`config.mk`:
```
export PLATFORM = sky130hd
export DESIGN_NAME = flash_erase_seq
export DESIGN_NICKNAME = d
export VERILOG_FILES = /design/src/rtl/fes_pkg.sv /design/src/rtl/fes_lane_fill.sv /design/src/rtl/fes_status_merge.sv /design/src/rtl/fes_poll_timer.sv /design/src/rtl/flash_erase_seq.sv
export SDC_FILE = /design/constraint.sdc
export NUM_CORES = 1
export LEC_CHECK = 0
export BUFFER_PORTS_ARGS = -buffer_cell sky130_fd_sc_hd__buf_2
export CORE_ASPECT_RATIO = 1.2
export CORE_MARGIN = 3
export CORE_UTILIZATION = 50
export CTS_BUF_LIST = sky130_fd_sc_hd__clkbuf_8 sky130_fd_sc_hd__clkbuf_16
export DETAILED_ROUTE_END_ITERATION = 12
export GPL_TIMING_DRIVEN = 0
export PLACE_DENSITY = 0.81
export SYNTH_ARGS = -nofsm -noshare
export SYNTH_HDL_FRONTEND = slang
export SYNTH_SLANG_ARGS = --single-unit
```
`constraint.sdc`:
```
create_clock -name clk -period 4.4 [get_ports clk]
set_input_delay 1.32 -clock clk [delete_from_list [all_inputs] [get_ports clk]]
set_output_delay 1.32 -clock clk [all_outputs]
set_load 0.01 [all_outputs]
```
`src/rtl/fes_pkg.sv`:
```
package fes_pkg;

    typedef enum logic [2:0] {
        S_IDLE,
        S_SETUP,
        S_CONFIRM,
        S_POLL,
        S_CLEAR,
        S_RESTORE,
        S_FINISH
    } fes_state_t;

    typedef enum logic [2:0] {
        ERR_NONE    = 3'd0,
        ERR_LOCKED  = 3'd1,
        ERR_VOLT    = 3'd2,
        ERR_PROG    = 3'd3,
        ERR_ERASE   = 3'd4,
        ERR_TIMEOUT = 3'd5
    } fes_err_t;

    typedef struct packed {
        logic locked;
        logic volt;
        logic prog;
        logic erase;
    } fes_flags_t;

    localparam logic [7:0] CMD_ERASE_SETUP = 8'h20;
    localparam logic [7:0] CMD_CONFIRM     = 8'hD0;
    localparam logic [7:0] CMD_CLR_STATUS  = 8'h50;
    localparam logic [7:0] CMD_READ_ARRAY  = 8'hFF;
    localparam logic [7:0] CMD_NOP         = 8'h00;

    localparam int BIT_READY  = 7;
    localparam int BIT_LOCKED = 1;
    localparam int BIT_VOLT   = 3;
    localparam int BIT_PROG   = 4;
    localparam int BIT_ERASE  = 5;

endpackage

```
`src/rtl/fes_lane_fill.sv`:
```
module fes_lane_fill #(
    parameter int UNIT_W = 8,
    parameter int LANES  = 2
) (
    input  logic [7:0]              cmd,
    output logic [UNIT_W*LANES-1:0] word
);
    for (genvar l = 0; l < LANES; l++) begin : g_lane
        assign word[l*UNIT_W +: UNIT_W] = UNIT_W'(cmd);
    end
endmodule

```
`src/rtl/fes_status_merge.sv`:
```
module fes_status_merge
    import fes_pkg::*;
#(
    parameter int UNIT_W = 8,
    parameter int LANES  = 2
) (
    input  logic [UNIT_W*LANES-1:0] status,
    output logic                    all_ready,
    output fes_flags_t              flags
);
    logic [LANES-1:0] rdy, lk, vl, pg, er;

    for (genvar l = 0; l < LANES; l++) begin : g_lane
        assign rdy[l] = status[l*UNIT_W + BIT_READY];
        assign lk[l]  = status[l*UNIT_W + BIT_LOCKED];
        assign vl[l]  = status[l*UNIT_W + BIT_VOLT];
        assign pg[l]  = status[l*UNIT_W + BIT_PROG];
        assign er[l]  = status[l*UNIT_W + BIT_ERASE];
    end

    assign all_ready    = &rdy;
    assign flags.locked = |lk;
    assign flags.volt   = |vl;
    assign flags.prog   = |pg;
    assign flags.erase  = |er;
endmodule

```
`src/rtl/fes_poll_timer.sv`:
```
module fes_poll_timer #(
    parameter int LIMIT = 1500000
) (
    input  logic clk,
    input  logic rst,
    input  logic run,
    output logic expired
);
    localparam int CW = $clog2(LIMIT + 1);
    logic [CW-1:0] cnt;

    always_ff @(posedge clk) begin
        if (rst || !run) cnt <= '0;
        else             cnt <= cnt + 1'b1;
    end

    assign expired = run && (cnt == CW'(LIMIT - 1));
endmodule

```
`src/rtl/flash_erase_seq.sv`:
```
module flash_erase_seq
    import fes_pkg::*;
#(
    parameter int ADDR_W      = 20,
    parameter int UNIT_W      = 8,
    parameter int LANES       = 2,
    parameter int TIMEOUT_CYC = 1500000
) (
    input  logic                    clk,
    input  logic                    rst,
    input  logic                    start,
    input  logic [ADDR_W-1:0]       blk_addr,
    output logic [ADDR_W-1:0]       bus_addr,
    output logic [UNIT_W*LANES-1:0] bus_wdata,
    output logic                    bus_we,
    output logic                    bus_re,
    input  logic [UNIT_W*LANES-1:0] bus_rdata,
    output logic                    vpp_en,
    output logic                    busy,
    output logic                    done,
    output logic [2:0]              err_code
);
    localparam int DATA_W = UNIT_W * LANES;

    fes_state_t        state, state_nx;
    logic [ADDR_W-1:0] blk_q;
    fes_err_t          err_q, err_poll;
    logic [7:0]        cmd;
    logic              all_ready, expired, poll_end;
    fes_flags_t        flags;

    fes_status_merge #(.UNIT_W(UNIT_W), .LANES(LANES)) u_merge (
        .status    (bus_rdata),
        .all_ready (all_ready),
        .flags     (flags)
    );

    fes_poll_timer #(.LIMIT(TIMEOUT_CYC)) u_timer (
        .clk     (clk),
        .rst     (rst),
        .run     (state == S_POLL),
        .expired (expired)
    );

    fes_lane_fill #(.UNIT_W(UNIT_W), .LANES(LANES)) u_fill (
        .cmd  (cmd),
        .word (bus_wdata)
    );

    assign poll_end = (state == S_POLL) && (all_ready || expired);

    always_comb begin
        if      (flags.locked) err_poll = ERR_LOCKED;
        else if (flags.volt)   err_poll = ERR_VOLT;
        else if (flags.prog)   err_poll = ERR_PROG;
        else if (flags.erase)  err_poll = ERR_ERASE;
        else if (!all_ready)   err_poll = ERR_TIMEOUT;
        else                   err_poll = ERR_NONE;
    end

    always_comb begin
        state_nx = state;
        unique case (state)
            S_IDLE:    if (start) state_nx = S_SETUP;
            S_SETUP:   state_nx = S_CONFIRM;
            S_CONFIRM: state_nx = S_POLL;
            S_POLL:    if (poll_end) state_nx = S_CLEAR;
            S_CLEAR:   state_nx = S_RESTORE;
            S_RESTORE: state_nx = S_FINISH;
            S_FINISH:  state_nx = S_IDLE;
            default:   state_nx = S_IDLE;
        endcase
    end

    always_ff @(posedge clk) begin
        if (rst) begin
            state <= S_IDLE;
            blk_q <= '0;
            err_q <= ERR_NONE;
        end else begin
            state <= state_nx;
            if (state == S_IDLE && start) begin
                blk_q <= blk_addr;
                err_q <= ERR_NONE;
            end else if (poll_end) begin
                err_q <= err_poll;
            end
        end
    end

    always_comb begin
        cmd    = CMD_NOP;
        bus_we = 1'b0;
        bus_re = 1'b0;
        vpp_en = 1'b0;
        busy   = 1'b1;
        done   = 1'b0;
        unique case (state)
            S_IDLE:    busy = 1'b0;
            S_SETUP:   begin cmd = CMD_ERASE_SETUP; bus_we = 1'b1; vpp_en = 1'b1; end
            S_CONFIRM: begin cmd = CMD_CONFIRM;     bus_we = 1'b1; vpp_en = 1'b1; end
            S_POLL:    begin bus_re = 1'b1; vpp_en = 1'b1; end
            S_CLEAR:   begin cmd = CMD_CLR_STATUS;  bus_we = 1'b1; end
            S_RESTORE: begin cmd = CMD_READ_ARRAY;  bus_we = 1'b1; end
            S_FINISH:  begin busy = 1'b0; done = 1'b1; end
            default:   busy = 1'b0;
        endcase
    end

    assign bus_addr = blk_q;
    assign err_code = err_q;

    logic unused_w;
    assign unused_w = ^DATA_W;
endmodule

```
==> run metrics <==
vias in the first global route=1858; kind of start point of the critical path=flip-flop; origin of the worst setup path=state[2]; Avg Cell Area, Syn=8.084 µm²; number of vias in the routed layout=1960; final number of hold-violating endpoints=0; Max VDD drop=259.7 µV; run status=finished, final reports clean; count of different cell masters after synthesis=38; leakage power=1.147 nW; RSZ-0062 raised after global routing=false; leading cell type in the layout, fill and taps excluded=sky130_fd_sc_hd__buf_2; min-delay src=bus_addr[13]; grt total ovfl=0; CTS root buffer=sky130_fd_sc_hd__clkbuf_8; final number of setup-violating endpoints=0; Worst Hold Class=flip-flop to flip-flop; CP Capture Type=output port; Final Cycle Share=0.7137; arrival time at the worst endpoint=1.82 ns; Max stage delay on crit path=0.36 ns; number of buffers and inverters on the critical path=3; Detailed Route Iter0 Violations=90; number of max-slew violations in the final report=0; count of cells along the worst hold path=2; post-DR wirelength/cell=between 10 and 15 µm; CTS tree=built; Critical R2R Capture=err_code[0]; clock insertion delay at the later pin of the skew report=between 0.3 and 0.4 ns; maximum number of pins on one net before global-route repair=17; met2 Resource Use GR=0.3675; slew of the pin with the lowest slew margin=0.8153 ns; summed instance area of the synthesized netlist=about 0.0021 mm²; num rows=25; overall routing resource usage=0.1956; most heavily used metal layer in global routing=met2; ANT nets after route=0; synth-to-layout area growth=26.75%; worst hold-check slack=0.4545 ns; core region area=0.003973 mm²; category of cells accounting for the largest share of critical-path delay=buffers and inverters; effective utilization at floorplan=0.5250; global-route wire length before repair=7707 µm; fraction of final layout cells sized beyond drive strength 1=0.3021; normalized max-slew margin=0.4488; number of antenna violations at the first check in global routing=0; total of flip-flops plus latches after synthesis=47; DP HPWL=3656 µm; # nets final=380; internal reg-to-reg setup slack=between 2 and 2.5 ns; via density per instance=4.962; net count after synthesis=298; number of hold-repair buffers added at the cts stage=0; I/O Buffers=75; count of pins on the block boundary=83; count of buffers added by post-CTS timing repair for setup=0; highest achievable clock rate=around 320 MHz; fin crit period=3.140 ns; post-synthesis sequential area ratio=0.4511; type of the setup path with the least slack=flip-flop to output port; standard cell area after detailed placement=0.002529 mm²; # Max-Cap Violations=0; count of unresolved DRC violations after routing=0; yosys synthesis warning count=0; global routing met3 resource utilization=0.05271; total power divided by cell area=351.6 mW/mm²; DIE AREA=0.004986 mm²; Critical Path Slowest Stage Cell=sky130_fd_sc_hd__dfxtp_1; met1 Use GR=0.1924; final weighted congestion of routability-driven global placement=approximately 0.86; sinks on the clock net=47; Req. time, crit path=~3 ns; height of the die=76.75 µm; Layout Cell Area excl Fill=0.002644 mm²; number of cell instances on the worst register-to-register path=5; largest driver fanout on the critical path=10; clock slew at reported path FFs=0.09 ns; sum of routed wire length over all layers=4726 µm; Critical R2R Launch=u_timer.cnt[7]; number of gates resized after cts=0; CTS Buffer Depth=2; commonest non-fill, non-tap cells in the layout=75 x sky130_fd_sc_hd__buf_2, 58 x sky130_fd_sc_hd__nand2_1, 47 x sky130_fd_sc_hd__dfxtp_1; clock buffer count from CTS=5; H-tree depth=2; cell-by-cell trace of the critical path=clkbuf_1 -> nand2b_1 -> nor2_1 -> buf_4 -> buf_2; Worst Hold Path EP=bus_addr[13]; die boundary width=~65 µm; TNS Setup=0 ns; total iterations of the first detailed-routing run=4; antenna cells=0; synthesized instance count=approximately 260; Layout Skew=0.01119 ns
kinds of logic after synthesis:
kind of cell | Yosys count | share of synthesized area
AND/OR/NAND/NOR | 128 | 0.2837
multiplexers | 1 | 0.004799
flip-flops | 47 | 0.4511
buffers and inverters | 26 | 0.06839
AO/OA/AOI/OAI | 35 | 0.1020
XOR/XNOR | 20 | 0.08398
adder cells (fa/ha/maj) | 1 | 0.005998
worst max path at each step:
| stage | cells after the start | to |
|---|---|---|
| 5_1_grt | 5 | bus_wdata[11] |
| 3_5_place_dp | 5 | bus_addr[0] |
| 2_1_floorplan | 4 | bus_wdata[10] |
| 3_3_place_gp | 5 | bus_addr[2] |
| 4_1_cts | 5 | bus_wdata[1] |
| 6_report | 5 | bus_wdata[1] |
Yosys cell counts:
| cell | number | area share |
|---|---|---|
| sky130_fd_sc_hd__nand3b_1 | 2 | 0.0072 |
| sky130_fd_sc_hd__o31ai_1 | 1 | 0.0036 |
| sky130_fd_sc_hd__a21oi_2 | 1 | 0.0042 |
| sky130_fd_sc_hd__nand4_1 | 3 | 0.0090 |
| sky130_fd_sc_hd__or3_1 | 1 | 0.0030 |
| sky130_fd_sc_hd__clkbuf_1 | 10 | 0.018 |
| sky130_fd_sc_hd__o21ai_0 | 1 | 0.0024 |
| sky130_fd_sc_hd__a211oi_1 | 1 | 0.0036 |
| sky130_fd_sc_hd__nor4b_1 | 2 | 0.0084 |
| sky130_fd_sc_hd__buf_4 | 12 | 0.043 |
| sky130_fd_sc_hd__or4b_1 | 1 | 0.0048 |
| sky130_fd_sc_hd__or4_4 | 1 | 0.0054 |
| sky130_fd_sc_hd__o311ai_0 | 2 | 0.0084 |
| sky130_fd_sc_hd__mux2i_1 | 1 | 0.0048 |
| sky130_fd_sc_hd__a21oi_1 | 23 | 0.055 |
| sky130_fd_sc_hd__o21a_1 | 1 | 0.0036 |
| sky130_fd_sc_hd__and4_1 | 2 | 0.0084 |
| sky130_fd_sc_hd__o211a_1 | 1 | 0.0048 |
| sky130_fd_sc_hd__inv_1 | 3 | 0.0054 |
| sky130_fd_sc_hd__nor2_1 | 36 | 0.065 |
| sky130_fd_sc_hd__nor4_2 | 2 | 0.012 |
| sky130_fd_sc_hd__a21boi_0 | 2 | 0.0072 |
| sky130_fd_sc_hd__and3_1 | 2 | 0.0060 |
| sky130_fd_sc_hd__ha_1 | 1 | 0.0060 |
| sky130_fd_sc_hd__a22o_2 | 1 | 0.0048 |
| sky130_fd_sc_hd__xor2_1 | 13 | 0.055 |
| sky130_fd_sc_hd__or2_2 | 1 | 0.0030 |
| sky130_fd_sc_hd__nand2_1 | 58 | 0.10 |
| sky130_fd_sc_hd__dfxtp_1 | 47 | 0.45 |
| sky130_fd_sc_hd__nor3_2 | 1 | 0.0048 |
| sky130_fd_sc_hd__xnor2_1 | 7 | 0.029 |
| sky130_fd_sc_hd__nand2b_1 | 1 | 0.0030 |
| sky130_fd_sc_hd__nand3_1 | 9 | 0.022 |
| sky130_fd_sc_hd__nor4_1 | 2 | 0.0060 |
| sky130_fd_sc_hd__o2111ai_1 | 1 | 0.0042 |
| sky130_fd_sc_hd__and4_2 | 1 | 0.0048 |
| sky130_fd_sc_hd__buf_1 | 1 | 0.0018 |
| sky130_fd_sc_hd__nor3_1 | 3 | 0.0072 |
area by class of cell:
cell class              count  area [µm²]
multi-input cells         185        1002
well taps                  54       67.56
clock inverters             3       46.29
plain buffers              23       131.4
flip-flops and latches     47       940.9
inverters                   3       11.26
fillers                   365        1329
repair buffers             75       375.4
clock buffers               5       68.82
registers in the layout, indices dropped and copies added, names as in the netlist:
name / flops
u_timer.cnt: 21
bus_addr: 20
state: 3
err_code: 3
tightest hold or removal path: cells and delay by family, from the launching register on:
kind / cells / cell delay [ns]
flops: 1 / 0.32
simple gates: 1 / 0.05
compound gates: 1 / 0.05
power breakdown:
group | leakage (nW) | internal [mW] | total, mW | switching [mW]
clock | 0.0548 | 0.171 | 0.326 | 0.154
sequential | 0.382 | 0.443 | 0.454 | 0.0103
combinational | 0.710 | 0.0634 | 0.150 | 0.0870
metrics by stage:
step / std cells / utilization / power, mW / setup slack (ns)
6_report: 395 / 0.6655 / 0.9296 / 1.260
5_1_grt: 395 / 0.6655 / 0.9715 / 1.065
4_1_cts: 395 / 0.6655 / 0.9363 / 1.242
3_5_place_dp: 387 / 0.6365 / 0.6147 / 1.571
3_3_place_gp: 387 / 0.6365 / 0.6115 / 1.619
2_1_floorplan: 258 / - / 0.5518 / 1.769
metal layers:
layer | vias up | routed length [µm]
li1 | 1013 | -
met3 | 4 | 266
met2 | 49 | 2472
met4 | 0 | 78
met1 | 894 | 1909
met5 | - | 0
No activity file was read; power rests on OpenSTA's default activity.
